--- src/rtl/prio_irq_ctrl.sv ---
module prio_irq_ctrl #(
  parameter int NSRC = 128
) (
  input  logic            clk,
  input  logic            rst_n,
  input  logic [NSRC-1:0] src,
  input  logic [5:0]      addr,
  input  logic [31:0]     wdata,
  input  logic            wr,
  input  logic            rd,
  input  logic            priv,
  output logic [31:0]     rdata,
  output logic            fiq,
  output logic            irq
);
  localparam logic [5:0] A_EN     = 6'd0;
  localparam logic [5:0] A_TYPE   = 6'd4;
  localparam logic [5:0] A_ENNUM  = 6'd8;
  localparam logic [5:0] A_DISNUM = 6'd9;
  localparam logic [5:0] A_MASK   = 6'd10;
  localparam logic [5:0] A_FPEND  = 6'd11;
  localparam logic [5:0] A_NPEND  = 6'd12;
  localparam logic [5:0] A_PRIO   = 6'd16;
  localparam logic [6:0] NONE     = 7'h7F;

  logic [NSRC-1:0]   en, ty;
  logic [4*NSRC-1:0] lv;
  logic [3:0]        mask;
  logic              fv, nv, fv_q, nv_q;
  logic [6:0]        fn, nn, fn_q, nn_q;
  logic [3:0]        nl;

  wire wen = wr & priv;

  always_ff @(posedge clk or negedge rst_n)
    if (!rst_n) begin
      en   <= '0;
      ty   <= '0;
      lv   <= '0;
      mask <= '0;
    end else if (wen) begin
      if (addr == A_MASK) mask <= wdata[3:0];
      for (int i = 0; i < NSRC; i++) begin
        if (addr == A_EN + 6'(i / 32))   en[i] <= wdata[i % 32];
        if (addr == A_ENNUM  && wdata[6:0] == 7'(i)) en[i] <= 1'b1;
        if (addr == A_DISNUM && wdata[6:0] == 7'(i)) en[i] <= 1'b0;
        if (addr == A_TYPE + 6'(i / 32)) ty[i] <= wdata[i % 32];
        if (addr == A_PRIO + 6'(i / 8))  lv[4*i +: 4] <= wdata[4*(i % 8) +: 4];
      end
    end

  always_comb begin
    fv = 1'b0;
    fn = NONE;
    nv = 1'b0;
    nn = NONE;
    nl = '0;
    for (int i = 0; i < NSRC; i++) begin
      if (src[i] && en[i] && ty[i]) begin
        fv = 1'b1;
        fn = 7'(i);
      end
      if (src[i] && en[i] && !ty[i] && lv[4*i +: 4] > mask &&
          (!nv || lv[4*i +: 4] >= nl)) begin
        nv = 1'b1;
        nn = 7'(i);
        nl = lv[4*i +: 4];
      end
    end
  end

  always_ff @(posedge clk or negedge rst_n)
    if (!rst_n) begin
      fv_q <= 1'b0;
      nv_q <= 1'b0;
      fn_q <= NONE;
      nn_q <= NONE;
    end else begin
      fv_q <= fv;
      nv_q <= nv;
      fn_q <= fn;
      nn_q <= nn;
    end

  assign fiq = fv_q;
  assign irq = nv_q;

  always_comb begin
    rdata = '0;
    if (rd && priv) begin
      case (addr)
        A_MASK:  rdata[3:0] = mask;
        A_FPEND: rdata = {fv_q, 24'd0, fn_q};
        A_NPEND: rdata = {nv_q, 24'd0, nn_q};
        default: ;
      endcase
      for (int i = 0; i < NSRC; i++) begin
        if (addr == A_EN + 6'(i / 32))   rdata[i % 32] = en[i];
        if (addr == A_TYPE + 6'(i / 32)) rdata[i % 32] = ty[i];
        if (addr == A_PRIO + 6'(i / 8))  rdata[4*(i % 8) +: 4] = lv[4*i +: 4];
      end
    end
  end
endmodule


--- config.mk ---
export PLATFORM = sky130hd
export DESIGN_NAME = prio_irq_ctrl
export DESIGN_NICKNAME = d
export VERILOG_FILES = /design/src/rtl/prio_irq_ctrl.sv
export SDC_FILE = /design/constraint.sdc
export NUM_CORES = 2
export LEC_CHECK = 0
export BUFFER_PORTS_ARGS = -buffer_cell sky130_fd_sc_hd__buf_2
export CAP_MARGIN = 5
export CORE_ASPECT_RATIO = 1.75
export CORE_UTILIZATION = 30
export CTS_CLUSTER_SIZE = 25
export DETAILED_ROUTE_END_ITERATION = 10
export PLACE_DENSITY = 0.45
export SKIP_CTS_REPAIR_TIMING = 1
export SYNTH_ARGS = -nofsm -noshare
export SYNTH_HDL_FRONTEND = slang
export SYNTH_SLANG_ARGS = --single-unit
--- constraint.sdc ---
create_clock -name clk -period 586.3 [get_ports clk]
set_input_delay 175.89 -clock clk [delete_from_list [all_inputs] [get_ports clk]]
set_output_delay 175.89 -clock clk [all_outputs]
set_load 0.005 [all_outputs]
Word-level counts from Yosys, hierarchy flattened
Cells that the tools add are included.

Bitwise gates (word level): 1. $mul: 0. Reductions and logical operators: 1557. Divide/modulo/power cells: 0. Order comparisons: 255. Eq/ne operators: 155. Shift operators: 0. Mux-type cells: 1422. Add/sub/neg operators: 0.

Operators with widths (count): $mux W7 (256); $mux W4 (266); $logic_and A1 B1 Y1 (896); $mux W1 (896); $gt A4 B4 Y1 (128); $ge A4 B4 Y1 (127); $eq A7 B7 Y1 const B (64); $reduce_bool A3 Y1 (128); $reduce_and A2 Y1 (149); $logic_not A1 Y1 (255); $eq A7 B6 Y1 const B (32); $logic_or A1 B1 Y1 (127); $eq A7 B5 Y1 const B (16); $eq A6 B5 Y1 const B (16); $eq A7 B4 Y1 const B (8); $pmux W28 S2 (1); $mux W32 (1); $eq A6 B4 Y1 const B (5); $eq A7 B3 Y1 const B (4); $mux W28 (1); $eq A6 B3 Y1 const B (4); $eq A7 B2 Y1 const B (2); $eq A6 B2 Y1 const B (2); $pmux W4 S3 (1); 5 further kinds (5).

Bits in read-only memories: 0. Latch bits: 0. Memories: 0. Input bits: 171. Register bits after elaboration: 788. Memory bits (writable): 0.

Longest topological paths before layout
Word-level depth: 512. Mapped depth: 1063.

Worst setup path after synthesis
OpenSTA, ideal clock, no wires.

Path type: input to register. From: input port src[0]. To: register nn_q[6]. Required time: 586.207 ns. Path buffers: 37. Path slack: 218.905 ns. Cell stages on the path: 998. Arrival time: 367.301 ns. Setup time: 0.093 ns. Cells stage by stage: nand2_1 > a2111o_1 > nor2_1 > ha_1 > nand2b_1 > a21oi_1 > o21ai_0 > a21oi_1 > a21o_1 > ha_1 > nand2b_1 > a21o_1 > a21o_1 > a221o_1 > a221o_1 > and2_1 > ha_1 > o21ai_0 > [962 not listed] > ha_1 > nand2b_1 > a21o_1 > a21o_1 > a21oi_1 > a21o_1 > mux2_4 > ha_1 > nand2b_1 > a21o_1 > a21o_1 > a21oi_1 > a21o_1 > and2_1 > nand2_1 > nor2_1 > nand3_1 > nand3b_1.

RTL lines: start: declaration (RTL line 6) `input logic [NSRC-1:0] src,`; end signal: assignment (RTL line 82) `nn_q <= nn;`; end: declaration (RTL line 30) `logic [6:0] fn, nn, fn_q, nn_q;`.

==> impl_metrics.tcl <==
set metrics [dict create \
    status "finished, violations left" \
    violations "DRC" \
    syn_area_per_cell_um2 8.46 \
    grt_max_degree 141 \
    fin_nets 10200 \
    finalNonFillerCells 12600 \
    dp_cells 12400 \
    critPathLaunchType "input port" \
    drc 45 \
    leakage_nw 38.2 \
    hp-start "lv[12]" \
    grt_pass1_wl_um 617000 \
    drive_above_1_share_pct 15.5 \
    rsz0062_at_grt "no" \
    async_reset_ff_share_pct 100 \
    finalCritPeriodShare_pct 68.3 \
    gr-total-overflow 0 \
    clkTransAtPathRegs_ns 0.06 \
    io_pins 205 \
    hp-class "register to register" \
    slew_viol_final 0 \
    gp_congestion 0.978 \
    tns_ns 0 \
    seqPwrFrac_pct 21.2 \
    worstPathMaxFanout 16 \
    timing.rr.start "lv[0]" \
    grtUsageTotal_pct 34.1 \
    cts_buffer_depth 3 \
    power.switching_uw 164 \
    final.min_clock_period_ns 400.49 \
    antenna_found_initial 34 \
    routed_wl_um 453000 \
    cts_buffers 89 \
    synth.yosys.seq_area_share_pct 25.8 \
    r2r_slack_ns 359.80 \
    r2r_cells 965 \
    finalHoldViolCount 0 \
    num_vias 80000 \
    grt_pass1_vias 78100 \
    ant_nets 0 \
    clock-sinks 788 \
    endpoint_kind "register" \
    slowest_stage "o31ai_1" \
    vdd_ir_drop_max_mv 0.00213 \
    maxSlewHeadroom_pct 2.52 \
    comb_power_share_pct 60.3 \
    final_common_cell "ha_1" \
    die-area_um2 257000 \
    syn_inst 9039 \
    r2r_end "nn_q[6]" \
    fp-row-count 244 \
    critical_path_class "input port to register" \
    ys.flop_type "dfrtp_1" \
    holdPathStages 1 \
    worstPathRequired_ns 586.95 \
    ys_seq_elements 788 \
    min_to "lv[12]" \
    tritoncts "done" \
    fp.coreArea_um2 253000 \
    pwr-share-clk_pct 18.4 \
    syn_to_final_growth_pct 11.3 \
    htreeDepth 3 \
    max_freq_mhz 2.50 \
    max_stage_delay_ns 0.93 \
    final_core_util_pct 33.7 \
    drtIter0Drc 8605 \
    start_util_pct 30.2 \
    syn_area_um2 76500 \
    syn_nets 10100 \
    max_cap_violations 0 \
    setup_violations 0 \
    dp_hpwl_um 348000 \
    insertion_delay_ns 0.76 \
    synth_warnings 0 \
    worstMarginPinSlew_ns 1.46 \
    intPower_uw 179 \
    drt_first_pass_iters 10 \
    via_per_inst 6.37 \
    switching_share_pct 47.8 \
    synth-edff-count 0 \
    ys_types 126 \
    root_buffer "clkbuf_16" \
    powerDensity_nw_per_um2 4.03 \
    arrival_ns 401.14 \
    crit_top_cell "ha_1" \
    fp.dieW_um 384 \
    layout_common_cells "ha_1, a21oi_1, dfrtp_1" \
    post_drt_wl_per_cell_um 36.1 \
    portBuffers 204 \
    fin_skew_ns 0.0421 \
    die_h_um 670 \
]
## final cells by class
cell class	count	area (um^2)
Timing Repair Buffer	395	2530
Antenna cell	25	62.6
Fill cell	26300	168000
Sequential cell	788	19700
Tap cell	3321	4160
Inverter	435	1650
Multi-Input combinational cell	7426	53900
Clock buffer	119	2580
Clock inverter	44	554
## per-layer routing
| metal | vias to the layer above | wire (um) | part of all wire [%] | global-route usage, % |
|---|---|---|---|---|
| met3 | 1582 | 31000 | 6.8 | 5.66 |
| met4 | 18 | 53600 | 12 | 34.0 |
| met2 | 4314 | 216000 | 48 | 57.6 |
| met5 | - | 128 | 0.028 | 0 |
| li1 | 34400 | - | - | - |
| met1 | 39700 | 151000 | 33 | 35.1 |
## power groups by stage
stage | sequential (mW) | combinational [mW] | clock [mW]
after floorplan | 0.0655 | 0.142 | 0
after global placement | 0.0733 | 0.201 | 0
after detailed placement | 0.0733 | 0.204 | 0
after CTS | 0.0723 | 0.205 | 0.0633
after global routing | 0.0727 | 0.229 | 0.0652
final | 0.0730 | 0.207 | 0.0632
## synthesized netlist by cell type, types with 83 or more instances
cell | instances | area share, %
a21o_1 | 157 | 1.5
mux2_2 | 616 | 9.1
and4_1 | 87 | 1.0
o21a_1 | 92 | 0.90
inv_1 | 435 | 2.1
nand3_1 | 217 | 1.4
and2_1 | 83 | 0.68
a22oi_1 | 179 | 1.8
clkbuf_1 | 305 | 1.5
nand2b_1 | 317 | 2.6
dfrtp_1 | 774 | 25
a31oi_1 | 126 | 1.0
o21ai_0 | 661 | 4.3
a2111o_1 | 94 | 1.4
nor2b_1 | 194 | 1.6
o31ai_1 | 83 | 0.81
ha_1 | 901 | 15
nor3_1 | 112 | 0.73
nor2_1 | 587 | 2.9
nand2_1 | 707 | 3.5
a21oi_1 | 888 | 5.8
## worst max path at each step
stage / from / end / slack (ns) / cells after the start
2_1_floorplan: src[0] / nn_q[6] / 218.91 / 1173
3_3_place_gp: src[0] / nn_q[6] / 191.59 / 1169
3_5_place_dp: src[0] / nn_q[6] / 188.25 / 886
4_1_cts: src[0] / nn_q[6] / 188.02 / 862
5_1_grt: src[0] / nn_q[6] / 167.42 / 860
6_report: src[0] / nn_q[6] / 185.81 / 862
## flip-flops by register name, summed over array words and instances, names as in the netlist
signal  flops
lv        512
fn_q        7
nn_q        7
ty        128
en        128
irq         1
fiq         1
mask        4
## worst max-delay path: cells and delay by family
kind,cells,cell delay (ns)
adder cells (fa/ha/maj),142,40.31
AND/OR/NAND/NOR,236,40.01
multiplexers,38,14.27
AO/OA/AOI/OAI,407,102.72
buffers and inverters,39,4.20
## cells by family after synthesis
kind of cell               count (synthesis)  share of synthesized area (%)
AOI/OAI and AO/OA                       3042                           26.3
and+or+nand+nor                         2775                           18.7
adders and majority gates                936                           15.2
buffers and inverters                    825                           4.08
DFF                                      788                           25.8
muxes                                    673                           9.85
## through the flow
stage | worst slack [ns] | hold slack, ns | total power [mW] | instance area [um^2]
global placement | 191.59 | 0.486 | 0.274 | 81900
CTS | 188.02 | 0.507 | 0.341 | 85100
finish | 185.81 | 0.506 | 0.343 | 85200
detailed placement | 188.25 | 0.494 | 0.277 | 81900
global route | 167.42 | 0.514 | 0.367 | 85100
floorplan | 218.91 | 0.479 | 0.208 | 76500
Power figures use the tool's default switching activity.
